## config.mk

```make
export PLATFORM = sky130hd
export DESIGN_NAME = spi_shift_engine
export DESIGN_NICKNAME = d
export VERILOG_FILES = /design/src/rtl/spi_eng_pkg.sv /design/src/rtl/spi_eng_fifo.sv /design/src/rtl/spi_eng_ctrl.sv /design/src/rtl/spi_eng_dp.sv /design/src/rtl/spi_shift_engine.sv
export SDC_FILE = /design/constraint.sdc
export NUM_CORES = 2
export LEC_CHECK = 0
export ABC_AREA = 1
export ABC_CLOCK_PERIOD_IN_PS = 7400
export BUFFER_PORTS_ARGS = -buffer_cell sky130_fd_sc_hd__buf_2
export CORE_MARGIN = 4
export CORE_UTILIZATION = 57
export CTS_CLUSTER_SIZE = 14
export DETAILED_ROUTE_END_ITERATION = 16
export PLACE_DENSITY = 0.69
export SYNTH_ARGS = -nofsm -noshare
export SYNTH_HDL_FRONTEND = slang
export SYNTH_HIERARCHICAL = 1
export SYNTH_SLANG_ARGS = --single-unit
```

## constraint.sdc

```tcl
create_clock -name clk -period 7.4 [get_ports clk]
set_input_delay 0.37 -clock clk [delete_from_list [all_inputs] [get_ports clk]]
set_output_delay 0.37 -clock clk [all_outputs]
set_load 0.03 [all_outputs]
```

## src/rtl/spi_eng_pkg.sv

```systemverilog
package spi_eng_pkg;

  typedef enum logic [1:0] {
    ST_IDLE,
    ST_SHIFT,
    ST_GAP,
    ST_DONE
  } engState_t;

  // Strobes from the control to the datapath, valid for one cycle each.
  typedef struct packed {
    logic load;      // take a new transmit word
    logic lead;      // leading SCK edge at the end of this cycle
    logic trail;     // trailing SCK edge at the end of this cycle
    logic lastBit;   // current bit is the final bit of the word
    logic flush;     // synchronous clear
  } engStrobe_t;

endpackage

```

## src/rtl/spi_eng_fifo.sv

```systemverilog
module spi_eng_fifo #(
  parameter int WIDTH = 32,
  parameter int DEPTH = 32
) (
  input  logic             clk,
  input  logic             rst_n,
  input  logic             clear,
  input  logic             push,
  input  logic [WIDTH-1:0] pushData,
  input  logic             pop,
  output logic [WIDTH-1:0] popData,
  output logic             full,
  output logic             empty
);
  localparam int AW = $clog2(DEPTH);

  logic [WIDTH-1:0] mem [DEPTH];
  logic [AW:0]      wrPtr, rdPtr;
  logic             doPush, doPop;
  logic [AW:0]      fillLevel;

  assign empty     = (wrPtr == rdPtr);
  assign full      = (wrPtr[AW] != rdPtr[AW]) && (wrPtr[AW-1:0] == rdPtr[AW-1:0]);
  assign doPush    = push && !full;
  assign doPop     = pop && !empty;
  assign popData   = mem[rdPtr[AW-1:0]];
  assign fillLevel = wrPtr - rdPtr;

  always_ff @(posedge clk or negedge rst_n) begin
    if (!rst_n) begin
      wrPtr <= '0;
      rdPtr <= '0;
    end else if (clear) begin
      wrPtr <= '0;
      rdPtr <= '0;
    end else begin
      if (doPush) wrPtr <= wrPtr + 1'b1;
      if (doPop)  rdPtr <= rdPtr + 1'b1;
    end
  end

  always_ff @(posedge clk) begin
    if (doPush && !clear) mem[wrPtr[AW-1:0]] <= pushData;
  end

  assert_fill_bound_R7: assert property (@(posedge clk) disable iff (!rst_n)
    fillLevel <= (AW+1)'(DEPTH));

  assert_push_full_dropped_R7: assert property (@(posedge clk) disable iff (!rst_n)
    (push && full && !pop && !clear) |=> (full && $stable(fillLevel)));

endmodule

```

## src/rtl/spi_eng_ctrl.sv

```systemverilog
module spi_eng_ctrl
  import spi_eng_pkg::*;
#(
  parameter int DIV_W = 8,
  parameter int LEN_W = 5,
  parameter int GAP_W = 6
) (
  input  logic             clk,
  input  logic             rst_n,
  input  logic             flush,
  input  logic [DIV_W-1:0] cfgDiv,
  input  logic [LEN_W-1:0] cfgWordLen,
  input  logic [GAP_W-1:0] cfgInterval,
  input  logic             txEmpty,
  input  logic             rxFull,
  output engStrobe_t       strobe,
  output logic             txPop,
  output logic             rxPush,
  output logic             busy,
  output logic             done
);
  localparam int GCNT_W = GAP_W + 3;

  engState_t        state;
  logic [DIV_W-1:0] halfCnt;
  logic             secondHalf;
  logic [LEN_W-1:0] bitCnt;
  logic [GCNT_W-1:0] gapCnt, gapLen;
  logic             startOk, gapEnd, edgeNow, lastBit, loadNow;

  assign gapLen  = GCNT_W'({cfgInterval, 2'b00}) + GCNT_W'(10);
  assign gapEnd  = (gapCnt == gapLen - 1'b1);
  assign startOk = !txEmpty && !rxFull;
  assign edgeNow = (state == ST_SHIFT) && (halfCnt == cfgDiv);
  assign lastBit = (bitCnt == cfgWordLen);
  assign loadNow = startOk && ((state == ST_IDLE) || (state == ST_GAP && gapEnd));

  always_ff @(posedge clk or negedge rst_n) begin
    if (!rst_n) begin
      state      <= ST_IDLE;
      halfCnt    <= '0;
      secondHalf <= 1'b0;
      bitCnt     <= '0;
      gapCnt     <= '0;
    end else if (flush) begin
      state      <= ST_IDLE;
      halfCnt    <= '0;
      secondHalf <= 1'b0;
      bitCnt     <= '0;
      gapCnt     <= '0;
    end else begin
      case (state)
        ST_IDLE: begin
          if (startOk) begin
            state      <= ST_SHIFT;
            halfCnt    <= '0;
            secondHalf <= 1'b0;
            bitCnt     <= '0;
          end
        end
        ST_SHIFT: begin
          if (edgeNow) begin
            halfCnt    <= '0;
            secondHalf <= !secondHalf;
            if (secondHalf) begin
              if (lastBit) begin
                state  <= txEmpty ? ST_DONE : ST_GAP;
                gapCnt <= '0;
              end else begin
                bitCnt <= bitCnt + 1'b1;
              end
            end
          end else begin
            halfCnt <= halfCnt + 1'b1;
          end
        end
        ST_GAP: begin
          if (gapEnd) begin
            state      <= startOk ? ST_SHIFT : ST_IDLE;
            halfCnt    <= '0;
            secondHalf <= 1'b0;
            bitCnt     <= '0;
          end else begin
            gapCnt <= gapCnt + 1'b1;
          end
        end
        default: state <= ST_IDLE;
      endcase
    end
  end

  always_comb begin
    strobe.load    = loadNow && !flush;
    strobe.lead    = edgeNow && !secondHalf && !flush;
    strobe.trail   = edgeNow && secondHalf && !flush;
    strobe.lastBit = lastBit;
    strobe.flush   = flush;
  end

  assign txPop  = strobe.load;
  assign rxPush = strobe.trail && lastBit;
  assign busy   = (state == ST_SHIFT);
  assign done   = (state == ST_DONE);

  assert_done_follows_word_R8: assert property (@(posedge clk) disable iff (!rst_n)
    done |-> $past(busy));

  assert_busy_drops_after_last_R8: assert property (@(posedge clk) disable iff (!rst_n)
    (rxPush && !flush) |=> !busy);

  assert_no_rx_overflow_R10: assert property (@(posedge clk) disable iff (!rst_n)
    rxPush |-> !rxFull);

  assert_start_has_room_R10: assert property (@(posedge clk) disable iff (!rst_n)
    $rose(busy) |-> $past(!rxFull));

endmodule

```

## src/rtl/spi_eng_dp.sv

```systemverilog
module spi_eng_dp
  import spi_eng_pkg::*;
#(
  parameter int DATA_W = 32,
  parameter int LEN_W  = 5
) (
  input  logic              clk,
  input  logic              rst_n,
  input  engStrobe_t        strobe,
  input  logic              cfgCpha,
  input  logic [LEN_W-1:0]  cfgWordLen,
  input  logic [DATA_W-1:0] txWord,
  input  logic              miso,
  output logic              sckPhase,
  output logic              mosi,
  output logic [DATA_W-1:0] rxWord
);
  logic [DATA_W-1:0] shiftReg, rxShift, loadWord;
  logic [LEN_W-1:0]  alignShift;

  assign alignShift = LEN_W'(DATA_W - 1) - cfgWordLen;
  assign loadWord   = txWord << alignShift;
  // Final received word, including the bit sampled on a last trailing edge.
  assign rxWord     = cfgCpha ? {rxShift[DATA_W-2:0], miso} : rxShift;

  always_ff @(posedge clk or negedge rst_n) begin
    if (!rst_n) begin
      shiftReg <= '0;
      rxShift  <= '0;
      mosi     <= 1'b0;
      sckPhase <= 1'b0;
    end else if (strobe.flush) begin
      rxShift  <= '0;
      sckPhase <= 1'b0;
    end else if (strobe.load) begin
      rxShift  <= '0;
      sckPhase <= 1'b0;
      if (!cfgCpha) begin
        mosi     <= loadWord[DATA_W-1];
        shiftReg <= loadWord << 1;
      end else begin
        shiftReg <= loadWord;
      end
    end else if (strobe.lead) begin
      sckPhase <= 1'b1;
      if (cfgCpha) begin
        mosi     <= shiftReg[DATA_W-1];
        shiftReg <= shiftReg << 1;
      end else begin
        rxShift <= {rxShift[DATA_W-2:0], miso};
      end
    end else if (strobe.trail) begin
      sckPhase <= 1'b0;
      if (cfgCpha) begin
        rxShift <= {rxShift[DATA_W-2:0], miso};
      end else if (!strobe.lastBit) begin
        mosi     <= shiftReg[DATA_W-1];
        shiftReg <= shiftReg << 1;
      end
    end
  end

  assert_mosi_hold_lead_R4: assert property (@(posedge clk) disable iff (!rst_n)
    (strobe.lead && !cfgCpha) |=> $stable(mosi));

  assert_mosi_hold_trail_R4: assert property (@(posedge clk) disable iff (!rst_n)
    (strobe.trail && cfgCpha) |=> $stable(mosi));

endmodule

```

## src/rtl/spi_shift_engine.sv

```systemverilog
module spi_shift_engine
  import spi_eng_pkg::*;
#(
  parameter int DATA_W   = 32,
  parameter int DIV_W    = 8,
  parameter int GAP_W    = 6,
  parameter int CS_N     = 4,
  parameter int TX_DEPTH = 32,
  parameter int RX_DEPTH = 32
) (
  input  logic                      clk,
  input  logic                      rst_n,
  input  logic                      fifoClear,
  input  logic [DIV_W-1:0]          cfgDiv,
  input  logic [$clog2(DATA_W)-1:0] cfgWordLen,
  input  logic [GAP_W-1:0]          cfgInterval,
  input  logic                      cfgCpol,
  input  logic                      cfgCpha,
  input  logic [CS_N-1:0]           cfgCsSel,
  input  logic                      csEnable,
  input  logic                      txPush,
  input  logic [DATA_W-1:0]         txData,
  output logic                      txFull,
  output logic                      txEmpty,
  input  logic                      rxPop,
  output logic [DATA_W-1:0]         rxData,
  output logic                      rxEmpty,
  output logic                      rxFull,
  output logic                      sck,
  output logic                      mosi,
  input  logic                      miso,
  output logic [CS_N-1:0]           csN,
  output logic                      busy,
  output logic                      done
);
  localparam int LEN_W = $clog2(DATA_W);

  engStrobe_t        strobe;
  logic              txPop, rxPush, sckPhase;
  logic [DATA_W-1:0] txHead, rxWord;

  spi_eng_fifo #(.WIDTH(DATA_W), .DEPTH(TX_DEPTH)) u_txFifo (
    .clk(clk), .rst_n(rst_n), .clear(fifoClear),
    .push(txPush), .pushData(txData),
    .pop(txPop), .popData(txHead),
    .full(txFull), .empty(txEmpty)
  );

  spi_eng_fifo #(.WIDTH(DATA_W), .DEPTH(RX_DEPTH)) u_rxFifo (
    .clk(clk), .rst_n(rst_n), .clear(fifoClear),
    .push(rxPush), .pushData(rxWord),
    .pop(rxPop), .popData(rxData),
    .full(rxFull), .empty(rxEmpty)
  );

  spi_eng_ctrl #(.DIV_W(DIV_W), .LEN_W(LEN_W), .GAP_W(GAP_W)) u_ctrl (
    .clk(clk), .rst_n(rst_n), .flush(fifoClear),
    .cfgDiv(cfgDiv), .cfgWordLen(cfgWordLen), .cfgInterval(cfgInterval),
    .txEmpty(txEmpty), .rxFull(rxFull),
    .strobe(strobe), .txPop(txPop), .rxPush(rxPush),
    .busy(busy), .done(done)
  );

  spi_eng_dp #(.DATA_W(DATA_W), .LEN_W(LEN_W)) u_dp (
    .clk(clk), .rst_n(rst_n), .strobe(strobe),
    .cfgCpha(cfgCpha), .cfgWordLen(cfgWordLen),
    .txWord(txHead), .miso(miso),
    .sckPhase(sckPhase), .mosi(mosi), .rxWord(rxWord)
  );

  assign sck = sckPhase ^ cfgCpol;

  always_ff @(posedge clk or negedge rst_n) begin
    if (!rst_n) csN <= '1;
    else        csN <= csEnable ? ~cfgCsSel : '1;
  end

  assert_sck_idle_R3: assert property (@(posedge clk) disable iff (!rst_n)
    !busy |-> (sck == cfgCpol));

  assert_clear_keeps_idle_R9: assert property (@(posedge clk) disable iff (!rst_n)
    fifoClear |=> (!busy && !done && txEmpty && rxEmpty));

endmodule

```

After elaboration in Yosys (flattened, before gate mapping)
Memory sizes are Yosys's and may differ from the RTL's.
Index checks and enable logic that the tools add are counted.
{"block": "word_totals", "ff_bits": 119, "ramBits": 2048, "output_inout_bits": 44, "elab_cells": 166, "mem_count": 2}
{"memory": "u_rxFifo.mem", "words": 32, "width": 32, "rd": 1, "rd_clocked_by_memory_dff": 0, "write_ports": 1, "line": "spi_eng_fifo.sv:17", "source": "logic [WIDTH-1:0] mem [DEPTH];"}
{"memory": "u_txFifo.mem", "words": 32, "width": 32, "rd": 1, "rd_clocked_by_memory_dff": 0, "write_ports": 1, "line": "spi_eng_fifo.sv:17"}
{"block": "classes", "add_sub_neg": 10, "eq_ne": 25, "n_shift": 1, "muxes": 69, "bitwise": 3, "reduce_logical": 42}
{"op": "32-bit two-way mux", "count": 13}
{"op": "6-bit two-way mux", "count": 8}
{"op": "9-bit two-way mux", "count": 5}
{"op": "8-bit two-way mux", "count": 4}
{"op": "32-bit by 5-bit left shift with 32-bit output", "count": 1}
{"op": "5-bit two-way mux", "count": 6}
{"op": "6-bit by 1-bit adder with 6-bit output, second input constant", "count": 4}
{"op": "8-bit one-hot mux with 3 select lines", "count": 1}
{"op": "1-bit two-way mux", "count": 21}
{"op": "1-bit logical AND", "count": 18}
{"op": "3-bit by 2-bit inequality test with 1-bit output, second input constant", "count": 6}
{"op": "9-bit one-hot mux with 2 select lines", "count": 1}
{"op": "5-bit equality test", "count": 3}
{"op": "5-bit one-hot mux with 3 select lines", "count": 1}
{"op": "5-bit AND reduction", "count": 3}
{"op": "6-bit equality test", "count": 2}
{"op": "2-bit two-way mux", "count": 6}
{"op": "6-bit AND reduction", "count": 2}
{"op": "8-bit by 4-bit adder with 9-bit output, second input constant", "count": 1}
{"op": "9-bit by 1-bit adder with 9-bit output, second input constant", "count": 1}
{"op": "9-bit equality test", "count": 1}
{"op": "3-bit inequality test, second input constant", "count": 3}
{"op": "9-bit by 1-bit subtractor with 9-bit output, second input constant", "count": 1}
{"op": "8-bit by 1-bit adder with 8-bit output, second input constant", "count": 1}
{"op": "other kinds (25)", "count": 37}

Logic depth before layout (Yosys ltp)
{"block": "depth", "depth_word": 10, "mapped_depth": 23, "depth_no_buf": 21}

Hierarchy
Netlist, hierarchy kept.
{"mod": "spi_eng_fifo at u_rxFifo", "instances": 1, "cells_per_inst": 3651, "area_each_um2": 42355.6, "seq_area_each_um2": 31049.8}
{"mod": "spi_eng_fifo at u_txFifo", "instances": 1, "cells_per_inst": 3650, "area_each_um2": 42288.1, "seq_area_each_um2": 31049.8}
{"mod": "spi_eng_dp", "instances": 1, "cells_per_inst": 894, "area_each_um2": 5574.1, "seq_area_each_um2": 1651.6}
{"mod": "spi_eng_ctrl", "instances": 1, "cells_per_inst": 291, "area_each_um2": 2035.7, "seq_area_each_um2": 625.6}
{"mod": "spi_shift_engine", "instances": 1, "cells_per_inst": 13, "area_each_um2": 138.9, "seq_area_each_um2": 105.1}

Worst setup path before layout
No wires, ideal clock.
{"block": "synth_timing", "kind": "reg2reg", "startpoint": "reg u_ctrl.state[1]", "endpoint": "mem u_rxFifo.mem[10][0] (enable)", "setup_time_ns": 0.421, "t_arrival_ns": 3.293, "t_required_ns": 6.979, "setup_slack_ns": 3.686, "path_stages_with_launch": 10, "synth_period_minus_slack_ns": 3.714, "cell_sequence": "dfrtp_1 nor2_2 inv_1 nor2_4 inv_1 nor2_1 buf_1 nand3_4 buf_6 nor2_1"}
{"block": "synth_between", "elab_chain_len": 9}
{"item": "start, declared", "line": "spi_eng_ctrl.sv:24", "source": "engState_t state;"}
{"item": "start signal, assigned", "line": "spi_eng_ctrl.sv:67", "source": "state <= txEmpty ? ST_DONE : ST_GAP;"}
{"item": "start signal, assigned", "line": "spi_eng_ctrl.sv:79", "source": "state <= startOk ? ST_SHIFT : ST_IDLE;"}
{"item": "2-bit by 1-bit equality test with 1-bit output"}
{"item": "net busy", "line": "spi_shift_engine.sv:33", "source": "output logic busy,"}
{"item": "1-bit logical AND", "line": "spi_eng_ctrl.sv:34", "source": "assign edgeNow = (state == ST_SHIFT) && (halfCnt == cfgDiv);"}
{"item": "1-bit logical AND (2 in a row)", "line": "spi_eng_ctrl.sv:95", "source": "strobe.trail = edgeNow && secondHalf && !flush;"}
{"item": "1-bit logical AND", "line": "spi_eng_ctrl.sv:101", "source": "assign rxPush = strobe.trail && lastBit;"}
{"item": "net rxPush", "line": "spi_shift_engine.sv:39", "source": "logic txPop, rxPush, sckPhase;"}
{"item": "1-bit logical AND", "line": "spi_eng_fifo.sv:24", "source": "assign doPush = push && !full;"}
{"item": "1-bit logical AND", "line": "spi_eng_fifo.sv:43", "source": "if (doPush && !clear) mem[wrPtr[AW-1:0]] <= pushData;"}
{"item": "1-bit two-way mux", "line": "spi_eng_fifo.sv:43"}
{"item": "1-bit two-way mux (not written as such)", "line": "spi_eng_fifo.sv:43"}
{"item": "end, declared", "line": "spi_eng_fifo.sv:17"}
The timed path passes the listed nets, and every way through them passes these cells.

Worst setup path after layout
{"block": "layout_timing", "startpoint": "reg u_rxFifo.rdPtr[0]", "endpoint": "out rxData[18]"}
{"block": "layout_between", "elab_chain_len": 1}
{"item": "start, declared", "line": "spi_eng_fifo.sv:18", "source": "logic [AW:0] wrPtr, rdPtr;"}
{"item": "start signal, assigned", "line": "spi_eng_fifo.sv:38", "source": "if (doPop) rdPtr <= rdPtr + 1'b1;"}
{"item": "memory read 32 x 32 bit"}
{"item": "end, declared", "line": "spi_shift_engine.sv:26", "source": "output logic [DATA_W-1:0] rxData,"}
No other way between the ends.

==> summary.md <==
| Metric | Value |
|---|---|
| Run status | `finished clean` |
| Routability cong. | `0.855` |
| Die Wd | `411 µm` |
| Mux share of post-synthesis cell area | `0%` |
| IO buf count | `107` |
| Max-cap violations | `0` |
| Grt total ovfl | `0` |
| Total track usage | `28.3%` |
| Synth top area share | `66.6%` |
| Via/cell ratio | `5.91` |
| Synth warn | `6` |
| Core area | `0.161 mm²` |
| Antenna viol nets, final | `0` |
| Synth Instances | `8499` |
| Largest family of logic cells by synthesized area | `simple AND/OR/NAND/NOR gates` |
| TritonCTS Sinks | `2167` |
| Async SR Flop Fraction | `5.49%` |
| Reg2Reg Setup Slack | `2170 ps` |
| Hpwl dp | `131000 µm` |
| Post-synth top cells | `3388 x nand2_1, 2048 x edfxtp_1, 1791 x nand3_1, 293 x buf_2, 136 x inv_1` |
| Final setup violation count | `0` |
| Worst Path Arrival | `5510 ps` |
| Power share of the combinational group | `5.0%` |
| Pwr Density | `249 mW/mm²` |
| CTS H-tree depth | `4` |
| DR vias | `63600` |
| Hold WC Path Type | `in2reg` |
| Worst-path maximum fanout | `197` |
| Post-synthesis sequential area ratio | `69.8%` |
| Sequential Power Share | `53.7%` |
| Die area | `0.169 mm²` |
| Post-synth EDFFs | `2048` |
| Largest net degree at the start of global routing | `215` |
| F_max | `0.170 GHz` |
| Seq cells post-synth | `2167` |
| Leakage Power | `0.0375 µW` |
| Final Hold Viols | `0` |
| Nets | `8485` |
| Final Cycle Share | `79.4%` |
| Relative slew slack | `13.5%` |
| Clk pwr share | `41.3%` |
| Drt wl/cell | `22.4 µm` |
| Compound-Gate Fraction of Synth Area | `1.17%` |
| CTS max path bufs | `3` |
| Top Ports | `108` |
| CTS tree | `done` |
| Simple-Gate Fraction of Synth Area | `24.8%` |
| Adder-Cell Fraction of Synth Area | `0.203%` |
| Post-CTS Setup Bufs | `0` |
| Startpoint types | `flop` |
| Die height | `411 µm` |
| Switching share of power | `21.9%` |
| Vias in the first global route | `60300` |
| Setup tns final | `0 ps` |
| Std cell rows | `147` |
| CTS root buf | `clkbuf_16` |
| Xor-xnor portion of the synthesized cell area | `0.313%` |
| Fin Clk Skew | `31.5 ps` |
| CTS buffer count | `212` |
| Syn nets | `8578` |
| 1st-iter DRT viols | `7742` |
| DP Area | `0.0945 mm²` |
| Tmin final | `5880 ps` |
| Setup CP Type | `reg2out` |
| Starting Density | `57.5%` |
| Worst-path clk slew | `60 ps` |
| Synth area leaders | `edfxtp_1 67%, nand2_1 14%, nand3_1 9.7%, dfrtp_1 3.1%, buf_2 1.6%` |
| Worst slew pin tran | `1300 ps` |
| Mapped cell area | `0.0924 mm²` |
| Share of layout cells above drive strength 1 | `7.80%` |
| Most used DFF post-synth | `edfxtp_1` |
| DR pass1 iterations | `6` |
| Switching power | `5540 µW` |
| Initial antenna violation count | `19` |
| Post-Syn Area per Cell | `10.9 µm²` |
| Element type at the critical path end | `output port` |
| Worst endpoint required time | `7030 ps` |
| Routed wire length | `241000 µm` |
| Cell with the most instances after synthesis | `nand2_1` |
| # DRC | `0` |
| Area grow syn2layout | `9.81%` |
| Design Area, Final | `0.101 mm²` |
| Final Max Tran Viols | `0` |
| Unrepaired setup endpoints after global routing | `false` |
| Library cells used by synthesis | `58` |
| Pint | `19700 µW` |
| Worst-Skew Late Latency | `860 ps` |
| VDD IR max | `0.244 mV` |
| First-pass GRT wire length | `366000 µm` |
| Post-synth top area cell | `edfxtp_1` |
==> metrics by stage <==
step / total power (µW) / cells / utilization, % / hold slack [ps] / setup WS [ps]
6_report: 25200 / 10800 / 63.1 / 46.2 / 1520
5_1_grt: 26100 / 10800 / 63.1 / 47.0 / 1260
4_1_cts: 25400 / 10800 / 63.1 / 0.858 / 1530
3_5_place_dp: 15000 / 10300 / 58.8 / 471 / 2330
3_3_place_gp: 15000 / 10300 / 58.8 / 468 / 2330
2_1_floorplan: 14600 / 8499 / - / 74.4 / 3690
==> metal layers <==
metal	routed length, µm	GRT usage, %	vias up
li1	-	-	29100
met1	95100	38.4	31000
met2	117000	46.7	2922
met5	175	0	-
met3	19800	4.48	505
met4	8650	10.1	26
==> cells by family (layout without fill, tap and decap cells) <==
kind of cell,count (synthesis),after routing
AND/OR/NAND/NOR,5416,5416
flip-flops,2167,2167
buffers and inverters,686,778
AO/OA/AOI/OAI,182,182
XOR/XNOR,33,33
adder cells (fa/ha/maj),15,15
other,0,5
==> cell usage in the layout, fill, tap and decap left out, types with 33 or more instances in the layout <==
cell       count
buf_2        105
buf_4         91
clkbuf_1      65
clkbuf_16    213
clkinv_1      48
clkinv_2      34
dfrtp_1      107
edfxtp_1    2048
inv_1        132
nand2_1     3388
nand3_1     1791
nand4_1       33
nor2_1        65
nor2_4        68
o21ai_0       41
o22ai_1       33
==> critical path: stages (launching register included) <==
cell	delay [ps]
dfrtp_4	780
inv_8	730
buf_12	510
buf_4	860
nand2_1	130
nand3_1	140
nand3_1	120
nand2_1	160
nand2_1	60
nand2_1	90
nand2_1	50
nand2_1	220
buf_2	250
==> final timing paths <==
check,from,endpoint,depth (start not counted)
max,u_rxFifo/rdPtr[0],rxData[18],12
min,txData[20],u_txFifo/mem[25][20],1
max reg2reg,u_txFifo/rdPtr[0],u_dp/shiftReg[24],21
min reg2reg,u_dp/shiftReg[2],u_dp/shiftReg[2],2
max in group asynchronous,rst_n,u_txFifo/rdPtr[1],3
min in group asynchronous,rst_n,u_ctrl/gapCnt[1],2
==> flip-flops by register name, indices dropped and copies added, names as in the netlist, 6 cells and up <==
register        cells
u_dp/rxShift       32
u_txFifo/mem     1024
u_txFifo/rdPtr      6
u_rxFifo/wrPtr      6
u_dp/shiftReg      32
u_rxFifo/mem     1024
u_rxFifo/rdPtr      6
u_ctrl/gapCnt       9
u_txFifo/wrPtr      6
u_ctrl/halfCnt      8
==> layout make-up <==
class,count,area [µm²]
antenna,5,12.5
clock buffer,281,5620
clock inverter,118,1110
fill,12400,59300
inverter,152,613
multi-input combinational,5646,25300
sequential,2167,64500
tap,2160,2700
timing repair buffer,227,1570
==> power by group through the flow <==
| stage | combinational [µW] | sequential, µW | clock, µW |
|---|---|---|---|
| after floorplan | 855 | 13800 | 0 |
| after global placement | 1210 | 13800 | 0 |
| after detailed placement | 1240 | 13800 | 0 |
| after CTS | 1250 | 13500 | 10600 |
| after global routing | 1410 | 13600 | 11100 |
| final | 1260 | 13500 | 10400 |
==> repair_timing <==
item | 4_1_cts | 5_1_grt
hold buffers | 25 | 0
resized for setup | 0 | 0
hold endpoints to repair | 368 | 0
No activity file was read; power rests on OpenSTA's default activity.
